### config.mk
export PLATFORM = sky130hd
export DESIGN_NAME = hv_entry_seq
export DESIGN_NICKNAME = d
export VERILOG_FILES = /design/src/rtl/hvp_pkg.sv /design/src/rtl/hvp_timer.sv /design/src/rtl/hvp_sci_gen.sv /design/src/rtl/hv_entry_seq.sv
export SDC_FILE = /design/constraint.sdc
export NUM_CORES = 1
export LEC_CHECK = 0
export ABC_AREA = 1
export ABC_CLOCK_PERIOD_IN_PS = 4200
export CORE_MARGIN = 8
export CORE_UTILIZATION = 55
export CTS_BUF_LIST = sky130_fd_sc_hd__clkbuf_4 sky130_fd_sc_hd__clkbuf_8
export CTS_CLUSTER_DIAMETER = 40
export DETAILED_ROUTE_END_ITERATION = 12
export PLACE_DENSITY = 0.74
export SYNTH_ARGS = -nofsm -noshare
export SYNTH_HDL_FRONTEND = slang
export SYNTH_HIERARCHICAL = 1
export SYNTH_SLANG_ARGS = --single-unit
### constraint.sdc
create_clock -name clk -period 4.2 [get_ports clk]
set_input_delay 1.26 -clock clk [delete_from_list [all_inputs] [get_ports clk]]
set_output_delay 1.26 -clock clk [all_outputs]
set_load 0.03 [all_outputs]
### src/rtl/hvp_pkg.sv
package hvp_pkg;

    typedef enum logic [3:0] {
        ST_IDLE,
        ST_PWR,
        ST_SCI,
        ST_SEL,
        ST_LATCH,
        ST_SETTLE,
        ST_READY,
        ST_OFF_SCI,
        ST_OFF_HV
    } hvp_state_e;

    typedef struct packed {
        logic       supply;
        logic       rst_low;
        logic       hv;
        logic [2:0] oe;
        logic       ready;
    } hvp_drive_t;

endpackage

### src/rtl/hvp_timer.sv
module hvp_timer #(
    parameter int W = 8
) (
    input  logic         clk,
    input  logic         rst_n,
    input  logic         load,
    input  logic [W-1:0] load_val,
    output logic         expired
);

    logic [W-1:0] cnt_q;

    always_ff @(posedge clk or negedge rst_n) begin
        if (!rst_n) begin
            cnt_q <= '0;
        end else if (load) begin
            cnt_q <= load_val;
        end else if (cnt_q != '0) begin
            cnt_q <= cnt_q - 1'b1;
        end
    end

    assign expired = (cnt_q == '0);

endmodule

### src/rtl/hvp_sci_gen.sv
module hvp_sci_gen #(
    parameter int HALF   = 4,
    parameter int PULSES = 6
) (
    input  logic clk,
    input  logic rst_n,
    input  logic en,
    output logic sci,
    output logic done
);

    localparam int HW = (HALF > 1) ? $clog2(HALF) : 1;
    localparam int PW = $clog2(PULSES + 1);
    localparam logic [HW-1:0] HALF_LAST = HW'(HALF - 1);
    localparam logic [PW-1:0] PULSE_MAX = PW'(PULSES);

    logic [HW-1:0] half_q;
    logic [PW-1:0] pulse_q;
    logic          sci_q;

    always_ff @(posedge clk or negedge rst_n) begin
        if (!rst_n) begin
            half_q  <= '0;
            pulse_q <= '0;
            sci_q   <= 1'b0;
        end else if (!en) begin
            half_q  <= '0;
            pulse_q <= '0;
            sci_q   <= 1'b0;
        end else if (pulse_q != PULSE_MAX) begin
            if (half_q == HALF_LAST) begin
                half_q <= '0;
                sci_q  <= ~sci_q;
                if (sci_q) begin
                    pulse_q <= pulse_q + 1'b1;
                end
            end else begin
                half_q <= half_q + 1'b1;
            end
        end
    end

    assign sci  = sci_q;
    assign done = (pulse_q == PULSE_MAX);

endmodule

### src/rtl/hv_entry_seq.sv
module hv_entry_seq
    import hvp_pkg::*;
#(
    parameter int PWR_CYC    = 64,
    parameter int SCI_HALF   = 4,
    parameter int SCI_PULSES = 6,
    parameter int SEL_CYC    = 16,
    parameter int LATCH_CYC  = 16,
    parameter int SETTLE_CYC = 5000,
    parameter int OFF_CYC    = 32
) (
    input  logic       clk,
    input  logic       rst_n,
    input  logic       start_req,
    input  logic       exit_req,
    output logic       supply_en,
    output logic       rst_drive_low,
    output logic       hv_en,
    output logic       sci_out,
    output logic [2:0] pin_oe,
    output logic       prog_ready
);

    localparam int M1   = (PWR_CYC > SEL_CYC) ? PWR_CYC : SEL_CYC;
    localparam int M2   = (LATCH_CYC > SETTLE_CYC) ? LATCH_CYC : SETTLE_CYC;
    localparam int M3   = (M1 > M2) ? M1 : M2;
    localparam int TMAX = (M3 > OFF_CYC) ? M3 : OFF_CYC;
    localparam int TW   = $clog2(TMAX + 1);

    hvp_state_e state_q, state_d;
    hvp_drive_t drv;
    logic       t_expired;
    logic       t_load;
    logic [TW-1:0] t_val;
    logic       sci_en;
    logic       sci_done;

    // Dwell length of the state being entered; the timer holds length-1.
    function automatic logic [TW-1:0] dwell_of(hvp_state_e s);
        int d;
        unique case (s)
            ST_PWR:     d = PWR_CYC;
            ST_SEL:     d = SEL_CYC;
            ST_LATCH:   d = LATCH_CYC;
            ST_SETTLE:  d = SETTLE_CYC;
            ST_OFF_SCI: d = OFF_CYC;
            ST_OFF_HV:  d = OFF_CYC;
            default:    d = 1;
        endcase
        return TW'(d - 1);
    endfunction

    always_ff @(posedge clk or negedge rst_n) begin
        if (!rst_n) begin
            state_q <= ST_IDLE;
        end else begin
            state_q <= state_d;
        end
    end

    always_comb begin
        state_d = state_q;
        unique case (state_q)
            ST_IDLE:    if (start_req) state_d = ST_PWR;
            ST_PWR:     if (t_expired) state_d = ST_SCI;
            ST_SCI:     if (sci_done)  state_d = ST_SEL;
            ST_SEL:     if (t_expired) state_d = ST_LATCH;
            ST_LATCH:   if (t_expired) state_d = ST_SETTLE;
            ST_SETTLE:  if (t_expired) state_d = ST_READY;
            ST_READY:   if (exit_req)  state_d = ST_OFF_SCI;
            ST_OFF_SCI: if (t_expired) state_d = ST_OFF_HV;
            ST_OFF_HV:  if (t_expired) state_d = ST_IDLE;
            default:    state_d = ST_IDLE;
        endcase
    end

    assign t_load = (state_d != state_q);
    assign t_val  = dwell_of(state_d);
    assign sci_en = (state_q == ST_SCI);

    always_comb begin
        drv = '0;
        unique case (state_q)
            ST_IDLE:    drv = '0;
            ST_PWR:     begin drv.supply = 1'b1; drv.rst_low = 1'b1; end
            ST_SCI:     begin drv.supply = 1'b1; drv.rst_low = 1'b1; end
            ST_SEL:     begin drv.supply = 1'b1; drv.rst_low = 1'b1; drv.oe = 3'b111; end
            ST_LATCH:   begin drv.supply = 1'b1; drv.hv = 1'b1; drv.oe = 3'b111; end
            ST_SETTLE:  begin drv.supply = 1'b1; drv.hv = 1'b1; drv.oe = 3'b011; end
            ST_READY:   begin drv.supply = 1'b1; drv.hv = 1'b1; drv.oe = 3'b011; drv.ready = 1'b1; end
            ST_OFF_SCI: begin drv.supply = 1'b1; drv.hv = 1'b1; end
            ST_OFF_HV:  begin drv.supply = 1'b1; end
            default:    drv = '0;
        endcase
    end

    hvp_timer #(.W(TW)) u_timer (
        .clk      (clk),
        .rst_n    (rst_n),
        .load     (t_load),
        .load_val (t_val),
        .expired  (t_expired)
    );

    hvp_sci_gen #(.HALF(SCI_HALF), .PULSES(SCI_PULSES)) u_sci (
        .clk   (clk),
        .rst_n (rst_n),
        .en    (sci_en),
        .sci   (sci_out),
        .done  (sci_done)
    );

    assign supply_en     = drv.supply;
    assign rst_drive_low = drv.rst_low;
    assign hv_en         = drv.hv;
    assign pin_oe        = drv.oe;
    assign prog_ready    = drv.ready;

endmodule

### Yosys cells after proc, flatten, opt, wreduce, memory -nomap -nowiden

Cells that the tools add are included.

* add/sub/neg operators: 4
* eq/ne operators: 21
* bitwise gates (word level): 1
* reductions and logical operators: 13
* muxes and demuxes: 28

Operators with widths (count)
* 13-bit case mux with 4 select lines: 1
* 4-bit 2-to-1 mux: 9
* 4-bit case mux with 9 select lines: 1
* 4-bit by 3-bit == test with 1-bit output (second input constant): 7
* 13-bit 2-to-1 mux: 2
* 13-bit zero test: 1
* 13-bit nonzero test: 1
* 13-bit by 1-bit subtractor with 13-bit output (second input constant): 1
* 13-bit by 2-bit subtractor with 13-bit output (second input constant): 1
* 4-bit by 2-bit == test with 1-bit output (second input constant): 3
* 3-bit 2-to-1 mux: 4
* 4-bit by 1-bit == test with 1-bit output (second input constant): 2
* 4-bit == test (second input constant): 2
* 2-bit OR reduction: 4
* 8-bit OR reduction: 1
* 1-bit 2-to-1 mux: 7
* 2-bit 2-to-1 mux: 3
* 2-bit != test (second input constant): 3
* 3-bit case mux with 2 select lines: 1
* 4-bit zero test: 1
* 4-bit != test: 1
* 4-bit OR reduction: 1
* 3-bit by 1-bit adder with 3-bit output (second input constant): 1
* 3-bit == test (second input constant): 1
* 8 further kinds: 8

* bits in registers: 23
* output and inout port bits: 8

### Longest topological paths before layout

* depth in word-level cells: 8
* depth in mapped cells: 18
* depth with buffers taken out: 17

### Cells and area by module

Netlist, hierarchy kept.

Modules (own cells, without submodules)
* hvp_timer: seq. area each 325.3 um2, area an instance 910.9 um2, cells an instance 135, instances 1
* hv_entry_seq: seq. area each 100.1 um2, area an instance 434.2 um2, cells an instance 73, instances 1
* hvp_sci_gen: seq. area each 150.1 um2, area an instance 345.3 um2, cells an instance 42, instances 1

### Least setup slack after synthesis

Ideal clock, no wire load.

* path type: register to output
* start point: register state_q[3]
* end point: output pin_oe[1]
* path slack: 1196 ps
* arrival: 1744 ps
* data required time: 2940 ps
* cell stages (with the launch flop): 5
* buffers on the path: 1
* cell sequence: dfrtp_1 -> nor2_1 -> inv_1 -> o21ai_0 -> buf_4

* longest elaborated chain between the ends: 3

Ends and longest elaborated chain
* from (decl): line hv_entry_seq.sv:30 `hvp_state_e state_q, state_d;`
* from (signal assigned): line hv_entry_seq.sv:57 `state_q <= state_d;`
* 4-bit by 3-bit == test with 1-bit output / 4-bit by 2-bit == test with 1-bit output (equally long branches): line hv_entry_seq.sv:83 `unique case (state_q)`
* 2-bit OR reduction (no source line)
* 3-bit case mux with 2 select lines (*): line hv_entry_seq.sv:83
* to (decl): line hv_entry_seq.sv:20 `output logic [2:0] pin_oe,`

Mark *: on every way between the ends. The rest lies on a longest branch, timed or not.

### Worst setup path in the final report

* start point: register state_q[3]
* end point: output supply_en

* longest elaborated chain between the ends: 3

Ends and longest elaborated chain
* 4-bit by 2-bit == test with 1-bit output
* via sci_en: line hv_entry_seq.sv:35 `logic sci_en;`
* 8-bit OR reduction (no source line)
* 1-bit 2-to-1 mux: line hv_entry_seq.sv:83
* to (decl): line hv_entry_seq.sv:16 `output logic supply_en,`

The timed path passes the listed nets, and every way through them passes these cells.

==> out/summary.txt <==
===========================================================================
Count of final max-slew check failures                                    0
Hold bufs inserted after CTS                                              0
Critical path required time                                         2.94 ns
Ratio of cells with drive above 1 in the final layout                 0.148
Wire length after detailed routing                                  3.29 mm
Period utilisation layout                                             0.829
Register-to-register setup slack                                    1.52 ns
CTS Sinks                                                                23
Initial DRC Count                                                        93
Area grow syn2layout                                                  9.84%
Floorplan Core Area                                              2980 sq um
Detailed-route via count                                               1487
Number of fill cells                                                    296
Distinct cell type count of the synthesized netlist                      29
Number of max-cap violations                                              0
Internal Power                                                       465 uW
Total design power                                                   859 uW
Start-to-end type of the worst setup path                        reg -> out
Flip-flop and latch count after synthesis                                23
Areal power density over the cells                              462 nW/um^2
Count of endpoints failing hold in the final timing report                0
Synthesis Warnings                                                        6
Number of global-route vias before repair                              1398
Capture point of the worst path                                   supply_en
Most used flip-flop cell after synthesis                       sky130_fd_sc_hd__dfrtp_1
Clock latency on the worst-skew pair                                0.32 ns
Chip width                                                          71.4 um
Number of gates given a new drive strength after cts                      0
Clock period minus worst slack                                      3.48 ns
Critical-path maximum fanout                                             12
Average wire per cell in the routed design                          11.1 um
Lkg Pwr                                                         0.000962 uW
CTS tree                                                                yes
Worst Skew                                                       0.00871 ns
Critical register-to-register path endpoint                    u_timer/cnt_q[8]$_DFFE_PN0P_
Gate power share                                                      0.463
Unrepaired setup endpoints after global routing                          no
Number of top-level pins                                                 12
Overflow left after global routing                                        0
Leading post-synthesis cells by instance count                 sky130_fd_sc_hd__nand2_1 (75), sky130_fd_sc_hd__nand3_1 (32), sky130_fd_sc_hd__nor2_1 (26)
Switching power of the nets                                          394 uW
Number of buffers inserted to repair setup after CTS                      0
Run status                                                     complete, no violations
Biggest area consumer among synthesized cells                  sky130_fd_sc_hd__dfrtp_1
Worst setup margin                                                 0.718 ns
Worst hold-check path type                                       reg -> reg
Die footprint                                                    5100 sq um
Share of power burned in the clock network                            0.125
Overall fraction of global-route tracks in use                        0.144
Switching power share of the total                                    0.459
Async S/R FF share, synth                                              1.00
Post-synthesis instance area                                     1690 sq um
Kind of end point of the critical path                           output pin
Setup Viol. Count Final                                                   0
Starting Density                                                      0.568
Cell types with the largest area share after synthesis         sky130_fd_sc_hd__dfrtp_1 (34%), sky130_fd_sc_hd__nand2_1 (17%), sky130_fd_sc_hd__nand3_1 (9.5%)
Filler-free cell count of the finished design                           297
Maximum number of pins on one net before global-route repair             24
Peak Freq                                                         0.287 GHz
ANT cells                                                                 0
DRC violations left                                                       0
RePlAce Congestion                                                    0.937
Setup slack after placement                                         1.07 ns
Detailed-router iteration count before antenna repair                     4
Share of total power in sequential cells                              0.413
Clock Tree Buf Depth                                                      2
Initial antenna violation count                                           0
TNS Setup                                                              0 ns
# placed instances                                                      293
Wire length of the first global-routing pass                        5.96 mm
Mean Syn Cell Area                                               6.76 sq um
Antenna-violating nets left                                               0
Worst Path Arrival                                                  2.22 ns
Area share of the largest cell type after synthesis                   0.340
Number of nets in the final layout                                      274
Startpoint of the worst-slack reg-to-reg timing path           u_timer/cnt_q[0]$_DFFE_PN0P_
Row Count                                                                20
Nature of the critical path startpoint                             register
CTS H-tree depth                                                          1
Clock root cell                                                sky130_fd_sc_hd__clkbuf_4
Dpl hpwl                                                            2.57 mm
Die height                                                          71.4 um
Number of buffers added on ports                                         11
Synth Instances                                                         250
CTS clock-pin slew for the worst setup and hold paths               0.13 ns
Number of buffers inserted during clock tree synthesis                    3
Worst Reg-to-Reg Cells                                                   17
Number of enable flip-flop cells after synthesis                          0
Most repeated cell in the gate-level netlist after synthesis   sky130_fd_sc_hd__nand2_1
Critical Path Source                                           state_q[3]$_DFF_PN0_
Drt via density                                                        5.01
Max VDD drop                                                     0.000273 V
Seq/Total Area, Yosys                                                 0.340
===========================================================================
-- stage by stage --
| stage | instance area [sq um] | hold WS (ns) | util |
|---|---|---|---|
| after floorplan | 1700 | 0.475 | - |
| after CTS | 1860 | 0.532 | 0.624 |
| after detailed placement | 1830 | 0.500 | 0.614 |
| after global placement | 1830 | 0.502 | 0.614 |
| final | 1860 | 0.525 | 0.624 |
| after global routing | 1860 | 0.570 | 0.624 |
-- worst max-delay path, stage by stage, from the launching register on --
cell                              delay [ns]
sky130_fd_sc_hd__dfrtp_1                0.45
sky130_fd_sc_hd__nor2_1                 0.26
sky130_fd_sc_hd__nand2_1                0.09
sky130_fd_sc_hd__inv_1                  0.26
sky130_fd_sc_hd__nor2_1                 0.09
sky130_fd_sc_hd__nand4_1                0.09
sky130_fd_sc_hd__clkdlybuf4s50_1        0.67
-- cells by family (layout without fill, tap and decap cells) --
kind of cell             after synthesis  in the layout  share of synthesized area
XOR/XNOR                               3              3                     0.0155
adder cells (fa/ha/maj)                5              5                     0.0370
flip-flops                            23             23                      0.340
AND/OR/NAND/NOR                      170            170                      0.470
AO/OA/AOI/OAI                         14             14                     0.0496
buffers and inverters                 34             46                     0.0851
other                                  1              3                    0.00222
-- power by group through the flow --
| stage | clock network [uW] | logic (uW) | registers [uW] |
|---|---|---|---|
| finish | 107 | 397 | 354 |
| global route | 118 | 472 | 365 |
| CTS | 113 | 399 | 354 |
| detailed placement | 0 | 397 | 359 |
| global placement | 0 | 393 | 357 |
| floorplan | 0 | 326 | 339 |
-- final cells by class --
class | count | area [sq um] | area share
inverter | 29 | 109 | 0.0586
clock inverter | 1 | 5.00 | 0.00270
multi-input combinational | 195 | 978 | 0.527
tap | 33 | 41.3 | 0.0222
sequential | 23 | 576 | 0.310
timing repair buffer | 13 | 125 | 0.0674
clock buffer | 3 | 22.5 | 0.0121
-- metal layers --
| metal | GRT usage | vias up | share of wire |
|---|---|---|---|
| li1 | - | 820 | - |
| met1 | 0.177 | 637 | 0.49 |
| met2 | 0.240 | 26 | 0.46 |
| met3 | 0.0209 | 4 | 0.031 |
| met4 | 0.0647 | 0 | 0.016 |
| met5 | 0 | - | 0 |
-- cells in the final DEF (no fill, tap or decap), types with 3 or more instances in the layout --
cell / Yosys / layout
sky130_fd_sc_hd__nand2_1: 75 / 75
sky130_fd_sc_hd__nand3_1: 32 / 32
sky130_fd_sc_hd__nor2_1: 26 / 26
sky130_fd_sc_hd__inv_1: 25 / 25
sky130_fd_sc_hd__dfrtp_1: 23 / 23
sky130_fd_sc_hd__nor2_2: 12 / 12
sky130_fd_sc_hd__clkdlybuf4s50_1: 0 / 11
sky130_fd_sc_hd__o21ai_0: 9 / 9
sky130_fd_sc_hd__nand2_2: 8 / 8
sky130_fd_sc_hd__nand4_1: 5 / 5
sky130_fd_sc_hd__ha_1: 5 / 5
sky130_fd_sc_hd__inv_2: 4 / 4
sky130_fd_sc_hd__nor2_4: 3 / 3
sky130_fd_sc_hd__clkbuf_4: 1 / 3
sky130_fd_sc_hd__nand3b_1: 3 / 3
sky130_fd_sc_hd__conb_1: 1 / 3
sky130_fd_sc_hd__xor2_1: 3 / 3
-- flip-flops by register name, summed over array words and instances (netlist names) --
name and count:
u_sci/sci 1, u_sci/half_q 2, u_sci/pulse_q 3, state_q 4
u_timer/cnt_q 13
-- worst min-delay path by stage --
stage | startpoint | endpoint | slack (ns) | cells after the start
global placement | u_sci/half_q[1]$_DFFE_PN0P_ | u_sci/half_q[1]$_DFFE_PN0P_ | 0.50 | 2
CTS | u_sci/half_q[1]$_DFFE_PN0P_ | u_sci/half_q[1]$_DFFE_PN0P_ | 0.53 | 2
floorplan | u_sci/half_q[1]$_DFFE_PN0P_ | u_sci/half_q[1]$_DFFE_PN0P_ | 0.48 | 2
finish | u_sci/half_q[1]$_DFFE_PN0P_ | u_sci/half_q[1]$_DFFE_PN0P_ | 0.52 | 2
detailed placement | u_sci/half_q[1]$_DFFE_PN0P_ | u_sci/half_q[1]$_DFFE_PN0P_ | 0.50 | 2
global route | u_sci/half_q[1]$_DFFE_PN0P_ | u_sci/half_q[1]$_DFFE_PN0P_ | 0.57 | 2
Power figures use the tool's default switching activity.
